[config.mk]
export PLATFORM = sky130hd
export DESIGN_NAME = smbus_pec_engine
export DESIGN_NICKNAME = d
export VERILOG_FILES = /design/src/rtl/smbus_pec_pkg.sv /design/src/rtl/pec_byte_class.sv /design/src/rtl/pec_crc_acc.sv /design/src/rtl/smbus_pec_engine.sv
export SDC_FILE = /design/constraint.sdc
export NUM_CORES = 1
export LEC_CHECK = 0
export BUFFER_PORTS_ARGS = -buffer_cell sky130_fd_sc_hd__buf_2
export CAP_MARGIN = 20
export CORE_UTILIZATION = 45
export CTS_CLUSTER_SIZE = 25
export DETAILED_ROUTE_END_ITERATION = 16
export GPL_TIMING_DRIVEN = 0
export PLACE_DENSITY = 0.7
export SLEW_MARGIN = 10
export SYNTH_ARGS = -nofsm -noshare
export SYNTH_HDL_FRONTEND = slang
export SYNTH_HIERARCHICAL = 1
export SYNTH_SLANG_ARGS = --single-unit
[constraint.sdc]
create_clock -name clk -period 3 [get_ports clk]
set_clock_uncertainty 0.05 [all_clocks]
set_input_delay 0.45 -clock clk [delete_from_list [all_inputs] [get_ports clk]]
set_output_delay 0.45 -clock clk [all_outputs]
set_load 0.01 [all_outputs]
[src/rtl/smbus_pec_pkg.sv]
package smbus_pec_pkg;

    // Role a strobed byte plays in the current transaction
    typedef enum logic [1:0] {
        BK_SKIP   = 2'd0,   // not folded, no action
        BK_MSG    = 2'd1,   // message byte, folded into CRC
        BK_PEC_RX = 2'd2,   // PEC sent by host, compared
        BK_PEC_TX = 2'd3    // PEC sent by target, not folded
    } byte_kind_e;

    typedef struct packed {
        logic [7:0] data;
        logic       from_host;
        logic       tx_last;
    } byte_evt_t;

    // One byte of CRC-8, MSB first, non-reflected, no final xor
    function automatic logic [7:0] crc8_fold(input logic [7:0] crc,
                                             input logic [7:0] din,
                                             input logic [7:0] poly);
        logic [7:0] c;
        c = crc ^ din;
        for (int k = 0; k < 8; k++) begin
            c = c[7] ? ((c << 1) ^ poly) : (c << 1);
        end
        return c;
    endfunction

endpackage

[src/rtl/pec_byte_class.sv]
module pec_byte_class
    import smbus_pec_pkg::*;
#(
    parameter int CNT_W = 6
) (
    input  logic             clk,
    input  logic             rst,
    input  logic             start_i,
    input  logic             rstart_i,
    input  logic             byte_vld_i,
    input  logic             from_host_i,
    input  logic             tx_last_i,
    input  logic [CNT_W-1:0] wr_len_i,
    output byte_kind_e       kind_o,
    output logic             pec_vld_o
);
    localparam logic [CNT_W-1:0] CNT_MAX = {CNT_W{1'b1}};

    logic [CNT_W-1:0] host_cnt_q;
    logic             rs_seen_q;
    logic             rx_done_q;
    logic             pec_vld_q;

    always_comb begin
        kind_o = BK_SKIP;
        if (byte_vld_i && !start_i) begin
            if (from_host_i) begin
                if (rx_done_q)
                    kind_o = BK_SKIP;
                else if (!rs_seen_q && !rstart_i && host_cnt_q == wr_len_i)
                    kind_o = BK_PEC_RX;
                else
                    kind_o = BK_MSG;
            end else begin
                kind_o = pec_vld_q ? BK_PEC_TX : BK_MSG;
            end
        end
    end

    always_ff @(posedge clk) begin
        if (rst || start_i) begin
            host_cnt_q <= '0;
            rs_seen_q  <= 1'b0;
            rx_done_q  <= 1'b0;
            pec_vld_q  <= 1'b0;
        end else begin
            if (rstart_i)
                rs_seen_q <= 1'b1;
            unique case (kind_o)
                BK_MSG: begin
                    if (from_host_i) begin
                        if (!rs_seen_q && host_cnt_q != CNT_MAX)
                            host_cnt_q <= host_cnt_q + 1'b1;
                    end else if (tx_last_i) begin
                        pec_vld_q <= 1'b1;
                    end
                end
                BK_PEC_RX: rx_done_q <= 1'b1;
                BK_PEC_TX: pec_vld_q <= 1'b0;
                default: ;
            endcase
        end
    end

    assign pec_vld_o = pec_vld_q;

endmodule

[src/rtl/pec_crc_acc.sv]
module pec_crc_acc
    import smbus_pec_pkg::*;
#(
    parameter logic [7:0] POLY = 8'h07,
    parameter logic [7:0] INIT = 8'h00
) (
    input  logic       clk,
    input  logic       rst,
    input  logic       start_i,
    input  byte_kind_e kind_i,
    input  logic [7:0] data_i,
    output logic [7:0] crc_o,
    output logic       chk_o,
    output logic       err_o
);
    logic [7:0] crc_q;
    logic       chk_q;
    logic       err_q;

    always_ff @(posedge clk) begin
        if (rst || start_i) begin
            crc_q <= INIT;
            chk_q <= 1'b0;
            err_q <= 1'b0;
        end else begin
            chk_q <= 1'b0;
            err_q <= 1'b0;
            unique case (kind_i)
                BK_MSG:    crc_q <= crc8_fold(crc_q, data_i, POLY);
                BK_PEC_RX: begin
                    chk_q <= 1'b1;
                    err_q <= (data_i != crc_q);
                end
                default: ;
            endcase
        end
    end

    assign crc_o = crc_q;
    assign chk_o = chk_q;
    assign err_o = err_q;

endmodule

[src/rtl/smbus_pec_engine.sv]
module smbus_pec_engine
    import smbus_pec_pkg::*;
#(
    parameter logic [7:0] CRC_POLY = 8'h07,
    parameter logic [7:0] CRC_INIT = 8'h00,
    parameter int         CNT_W    = 6
) (
    input  logic             clk,
    input  logic             rst,
    input  logic             start_i,
    input  logic             rstart_i,
    input  logic             byte_vld_i,
    input  logic [7:0]       byte_i,
    input  logic             from_host_i,
    input  logic             tx_last_i,
    input  logic [CNT_W-1:0] wr_len_i,
    output logic [7:0]       pec_o,
    output logic             pec_vld_o,
    output logic             pec_chk_o,
    output logic             pec_err_o
);
    byte_evt_t  evt;
    byte_kind_e kind;

    assign evt = '{data: byte_i, from_host: from_host_i, tx_last: tx_last_i};

    pec_byte_class #(.CNT_W(CNT_W)) u_class (
        .clk         (clk),
        .rst         (rst),
        .start_i     (start_i),
        .rstart_i    (rstart_i),
        .byte_vld_i  (byte_vld_i),
        .from_host_i (evt.from_host),
        .tx_last_i   (evt.tx_last),
        .wr_len_i    (wr_len_i),
        .kind_o      (kind),
        .pec_vld_o   (pec_vld_o)
    );

    pec_crc_acc #(.POLY(CRC_POLY), .INIT(CRC_INIT)) u_acc (
        .clk     (clk),
        .rst     (rst),
        .start_i (start_i),
        .kind_i  (kind),
        .data_i  (evt.data),
        .crc_o   (pec_o),
        .chk_o   (pec_chk_o),
        .err_o   (pec_err_o)
    );

endmodule

==> results of run 1 <==
-- through the flow --
stage          total power [uW]  hold WS, ns  std cells
3_3_place_gp                403        0.441        190
5_1_grt                     564        0.395        194
4_1_cts                     543        0.359        194
6_report                    536        0.360        194
3_5_place_dp                410        0.467        190
2_1_floorplan               370        0.406        129
-- logic make-up (layout without fill, tap and decap cells) --
logic type                 after synthesis  in the layout  share of synthesized area
xor gates and xnor gates                27             27                      0.285
DFF                                     19             19                      0.306
muxes                                    1              1                    0.00805
and+or+nand+nor                         47             47                      0.222
adders and majority gates                2              2                     0.0201
AOI/OAI and AO/OA                       28             28                      0.143
buffers and inverters                    5             40                     0.0161
-- worst min-delay path by stage --
stage | startpoint | endpoint | slack, ns | depth (start not counted)
CTS | rstart_i | u_class/rs_seen_q$_SDFFE_PP0P_ | 0.36 | 3
global placement | u_acc/crc_o[5]$_SDFFE_PP0N_ | u_acc/crc_o[5]$_SDFFE_PP0N_ | 0.44 | 2
floorplan | u_class/rs_seen_q$_SDFFE_PP0P_ | u_class/rs_seen_q$_SDFFE_PP0P_ | 0.41 | 2
global route | rst | u_class/host_cnt_q[2]$_SDFFE_PP0P_ | 0.39 | 3
finish | rstart_i | u_class/rs_seen_q$_SDFFE_PP0P_ | 0.36 | 3
detailed placement | u_acc/crc_o[2]$_SDFFE_PP0N_ | u_acc/crc_o[2]$_SDFFE_PP0N_ | 0.47 | 2
-- final cells by class --
cell class | count | area [um2]
fill | 253 | 1080
multi-input combinational | 105 | 843
sequential | 19 | 380
timing repair buffer | 31 | 155
tap | 30 | 37.5
clock buffer | 4 | 26.3
buffer | 5 | 20.0
-- worst max-delay path, cell delays in order (launching register included) --
cell	delay [ns]
dfxtp_1	0.45
xnor2_1	0.10
and4_4	0.20
and2_1	0.15
clkbuf_2	0.17
or2_2	0.31
a21oi_1	0.24
nand2b_1	0.08
clkbuf_1	0.20
or3_1	0.38
a21oi_1	0.15
-- placed cells by master, fill, tap and decap left out, drive strengths merged, types with 2 or more instances in the layout --
master	netlist	final
nand2	6	6
dfxtp	19	19
nand2b	4	4
o31ai	2	2
nand3	2	2
ha	2	2
xor2	3	3
nor2	11	11
or2	3	3
buf	0	31
o21ai	6	6
a21oi	10	10
a211oi	3	3
xnor2	18	18
o21a	3	3
xnor3	5	5
clkbuf	5	9
nor3b	2	2
or3	6	6
-- report_power, final --
| group | total [uW] | internal, uW | switching [uW] | leakage [uW] |
|---|---|---|---|---|
| combinational | 139 | 78.5 | 60.7 | 0.000463 |
| sequential | 264 | 258 | 6.04 | 0.000154 |
| clock | 133 | 51.9 | 81.5 | 0.0000150 |
-- per-layer routing --
layer,routed length (um),share of wire,global-route usage
met1,1260,0.49,0.253
met2,1160,0.45,0.313
met5,0,0,0
met3,106,0.041,0.0250
met4,53,0.021,0.103
-- flip-flops by register name (all words and copies together), names as in the netlist --
name	cells
u_acc/chk_o	1
u_acc/crc_o	8
u_acc/err_o	1
u_class/host_cnt_q	6
u_class/pec_vld_o	1
u_class/rs_seen_q	1
u_class/rx_done_q	1
==> results.json, run 1 <==
{
  "r2r_setup_slack_ns": 0.44,
  "cts.htree.levels": 1,
  "cts_root_buf": "clkbuf_4",
  "critPathKind": "reg -> reg",
  "tns_ns": 0,
  "grt_overflow": 0,
  "via_per_inst": 5.42,
  "fin_area_mm2": 0.00146,
  "numCtsBuffers": 3,
  "row_count": 18,
  "cap_violations": 0,
  "io_pins": 32,
  "ant_nets": 0,
  "cellPowerDensity_mw_per_mm2": 367,
  "grt_first_pass_wirelength_um": 4000,
  "ys_seq_elements": 19,
  "min_period_over_period": 0.854,
  "worst_ep_arrival_time_ns": 2.75,
  "start_kind": "flop",
  "hold_class": "in -> reg",
  "synth_top_area_frac": 0.306,
  "synthTopCellsByCount": "dfxtp_1 (19), xnor2_1 (15), nor2_1 (11)",
  "crit_path_start": "u_class/host_cnt_q[2]$_SDFFE_PP0P_",
  "finalSetupViolCount": 0,
  "die-area_mm2": 0.00298,
  "synth_area_mm2": 0.00124,
  "die_w_um": 54.6,
  "track_usage": 0.195,
  "drc": 0,
  "wl_per_cell_um": 13.3,
  "gp_congestion": 0.757,
  "layout_setup_ws_ns": 0.438,
  "first_global_vias": 913,
  "critPathRequiredTime_ns": 3.18,
  "numClockSinks": 19,
  "layout-drive-gt1-share": 0.262,
  "cts_setup_buffers": 0,
  "ys_async_sr_fraction": 0,
  "die_h_um": 54.6,
  "core_area_mm2": 0.00254,
  "clkTransAtPathRegs_ns": 0.11,
  "grt_max_degree": 11,
  "worst_pin_slew_ns": 0.511,
  "syn_inst": 129,
  "synth.area.top_cells": "dfxtp_1 (31%), xnor2_1 (11%), xnor3_1 (9.1%)",
  "syn_area_per_cell_um2": 9.64,
  "placement.io_buffers": 31,
  "drt_wl_total_um": 2580,
  "r2r_end": "u_acc/crc_o[5]$_SDFFE_PP0N_",
  "yosysMostFrequentCell": "dfxtp_1",
  "maxClockFrequency_ghz": 0.390,
  "leakage_uw": 0.000632,
  "ys.flop_type": "dfxtp_1",
  "antenna_cells": 0,
  "clk_path_buf_depth": 2,
  "status": "complete, no violations",
  "drv_slew": 0,
  "start_util": 0.489,
  "path_max_fanout": 10,
  "tritoncts": "yes",
  "dp_hpwl_um": 2000,
  "finalHoldViolations": 0,
  "yosysSeqAreaShare": 0.306,
  "dp_slack_ns": 0.328,
  "insertion_delay_ns": 0.30,
  "grt_setup_unrepaired": "no",
  "antenna_found_initial": 0,
  "period_needed_ns": 2.56,
  "area_delta_synth_final_pct": 17.6,
  "relSlewSlack": 0.651,
  "nets": 188,
  "ys_warn_count": 6,
  "yosysTopAreaCell": "dfxtp_1",
  "placed_area_mm2": 0.00144,
  "cp-end-kind": "flop",
  "drt_iter0_drc": 22,
  "ff2ff_path_depth": 10,
  "netlist-cell-type-count": 41,
  "cts_hold_buf": 0,
  "syn_nets": 152,
  "finish.utilization": 0.575,
  "endpoint": "u_acc/crc_o[5]$_SDFFE_PP0N_",
  "synth_edf_count": 0,
  "r2r_start": "u_class/host_cnt_q[2]$_SDFFE_PP0P_",
  "first_pass_iters": 4,
  "post_cts_resized": 0,
  "ir_drop_uv": 293,
  "vias": 1051
}
(Power assumes the default switching activity.)
==> run 2, diff against run 1 <==
--- a/config.mk
+++ b/config.mk
@@ -5,13 +5,14 @@
 export SDC_FILE = /design/constraint.sdc
 export NUM_CORES = 1
 export LEC_CHECK = 0
+export ABC_AREA = 1
 export BUFFER_PORTS_ARGS = -buffer_cell sky130_fd_sc_hd__buf_2
 export CAP_MARGIN = 20
 export CORE_UTILIZATION = 45
 export CTS_CLUSTER_SIZE = 25
 export DETAILED_ROUTE_END_ITERATION = 16
 export GPL_TIMING_DRIVEN = 0
-export PLACE_DENSITY = 0.7
+export PLACE_DENSITY = 0.68
 export SLEW_MARGIN = 10
 export SYNTH_ARGS = -nofsm -noshare
 export SYNTH_HDL_FRONTEND = slang
==> results.json, run 2 <==
{
  "gp_congestion": 0.817,
  "p_comb_frac": 0.260,
  "p_sw_frac": 0.320,
  "cp-end-kind": "flop",
  "start_util": 0.489,
  "syn_nets": 237,
  "leakage_uw": 0.000879,
  "internal_power_uw": 364,
  "synthTopCellsByCount": "nand2_1 (64), inv_1 (29), nor2_1 (22)",
  "largest_reg_flops": 8,
  "area_delta_synth_final_pct": 15.8,
  "yosysSeqAreaShare": 0.273,
  "period_needed_ns": 2.03,
  "synth_top_area_frac": 0.273,
  "antenna_found_initial": 0,
  "synth_area_mm2": 0.00139,
  "row_count": 19,
  "tns_ns": 0,
  "min_period_over_period": 0.678,
  "numPlacedInstances": 276,
  "wl_per_cell_um": 9.70,
  "ys_async_sr_fraction": 0,
  "grt_overflow": 0,
  "stdcell_count": 280,
  "start_kind": "flop",
  "p_switching_uw": 171,
  "die-area_mm2": 0.00332,
  "antenna_cells": 0,
  "most-common-layout-cells": "nand2_1 (64), buf_2 (31), inv_1 (29)",
  "cp_common_cell": "nand2_1",
  "ys.flop_type": "dfxtp_1",
  "dp_hpwl_um": 2170,
  "numClockSinks": 19,
  "netlist-cell-type-count": 25,
  "clk_path_buf_depth": 2,
  "critPathKind": "reg -> reg",
  "clkTransAtPathRegs_ns": 0.11,
  "ir_drop_uv": 192,
  "synth.area.top_cells": "dfxtp_1 (27%), nand2_1 (17%), inv_1 (7.8%)",
  "clkPwrFrac": 0.248,
  "tritoncts": "yes",
  "maxClockFrequency_ghz": 0.492,
  "first_pass_iters": 10,
  "cts.htree.levels": 1,
  "ys_warn_count": 6,
  "finalHoldViolations": 0,
  "worst_pin_slew_ns": 0.316,
  "path_cells": "inv_2 > nand2_1 > nand3_1 > nor2_1 > nand4_1 > a21oi_1 > nor2_1 > inv_1 > nand2_1 > nand2_1 > inv_2 > nand2_1 > nand2_1 > nor2_2",
  "grt_first_pass_wirelength_um": 4840,
  "cellPowerDensity_mw_per_mm2": 332,
  "core_area_mm2": 0.00285,
  "cts_hold_buf": 0,
  "cap_violations": 0,
  "first_global_vias": 1148,
  "track_usage": 0.186,
  "path_max_fanout": 6,
  "syn_area_per_cell_um2": 6.51,
  "relSlewSlack": 0.789,
  "cts_setup_buffers": 0,
  "crit_slowest_cell": "dfxtp_1",
  "crit_path_max_incr_delay_ns": 0.45,
  "violations": "DRC",
  "worst_ep_arrival_time_ns": 2.23,
  "io_pins": 32,
  "drt_iter0_drc": 44,
  "p_seq_frac": 0.492,
  "critPathRequiredTime_ns": 3.20,
  "status": "complete, but fails checks",
  "synth_edf_count": 0,
  "grt_max_degree": 11,
  "insertion_delay_ns": 0.29,
  "via_per_inst": 4.66,
  "layout-drive-gt1-share": 0.265,
  "post_cts_resized": 0,
  "yosysMostFrequentCell": "nand2_1",
  "cts_root_buf": "clkbuf_4",
  "numCtsBuffers": 3,
  "finalSetupViolCount": 0,
  "placement.io_buffers": 31,
  "hold_class": "in -> reg",
  "yosysTopAreaCell": "dfxtp_1",
  "drt_wl_total_um": 2720,
  "final_common_cell": "nand2_1",
  "ant_nets": 0,
  "die_h_um": 57.7,
  "nets": 273,
  "vias": 1304,
  "syn_inst": 214,
  "grt_setup_unrepaired": "no",
  "drv_slew": 0,
  "die_w_um": 57.7,
  "ys_seq_elements": 19,
  "drc": 3
}
-- run 2: area by class of cell --
type / instances / area (um2)
fill: 284 / 1240
sequential: 19 / 380
multi-input combinational: 156 / 863
timing repair buffer: 31 / 155
buffer: 1 / 7.51
inverter: 38 / 143
clock buffer: 4 / 26.3
tap: 31 / 38.8
-- run 2: worst paths after layout --
path	start	endpoint	slack, ns	cells after the start
min reg2reg	u_class/host_cnt_q[5]$_SDFFE_PP0P_	u_class/host_cnt_q[5]$_SDFFE_PP0P_	0.45	2
max	u_class/host_cnt_q[0]$_SDFFE_PP0P_	u_acc/crc_o[1]$_SDFFE_PP0N_	0.97	14
max reg2reg	u_class/host_cnt_q[0]$_SDFFE_PP0P_	u_acc/crc_o[1]$_SDFFE_PP0N_	0.97	14
min	rstart_i	u_class/rs_seen_q$_SDFFE_PP0P_	0.35	3
-- run 2: through the flow --
stage / setup slack (ns) / power, uW / instance area (um2) / utilization / hold slack (ns)
3_5_place_dp: 0.828 / 408 / 1590 / 0.557 / 0.434
4_1_cts: 0.970 / 544 / 1610 / 0.566 / 0.341
3_3_place_gp: 0.856 / 407 / 1590 / 0.557 / 0.435
2_1_floorplan: 1.24 / 371 / 1390 / - / 0.416
5_1_grt: 0.749 / 573 / 1610 / 0.566 / 0.367
6_report: 0.966 / 536 / 1610 / 0.566 / 0.354
-- run 2: layer usage --
metal | routed length [um] | GRT usage | share of wire
met1 | 1460 | 0.279 | 0.54
met2 | 1150 | 0.277 | 0.42
met3 | 82 | 0.0223 | 0.030
met4 | 18 | 0.0612 | 0.0066
met5 | 0 | 0 | 0
-- run 2: logic make-up after synthesis --
kind of cell / share of synthesized area
buf+inv: 0.108
simple gates: 0.441
xor+xnor: 0.110
compound gates: 0.0503
fa+ha+maj: 0.0180
flops: 0.273
-- run 2: power groups by stage --
| stage | sequential [uW] | clock [uW] | combinational [uW] |
|---|---|---|---|
| global route | 265 | 149 | 159 |
| global placement | 270 | 0 | 138 |
| CTS | 264 | 140 | 140 |
| finish | 264 | 133 | 139 |
| floorplan | 271 | 0 | 99.7 |
| detailed placement | 270 | 0 | 139 |
-- run 2: worst max-delay path: cells and delay by family (launching register included) --
kind            cells  cell delay (ns)
flops               1             0.45
simple gates       10             0.95
compound gates      1             0.25
buf+inv             3             0.28
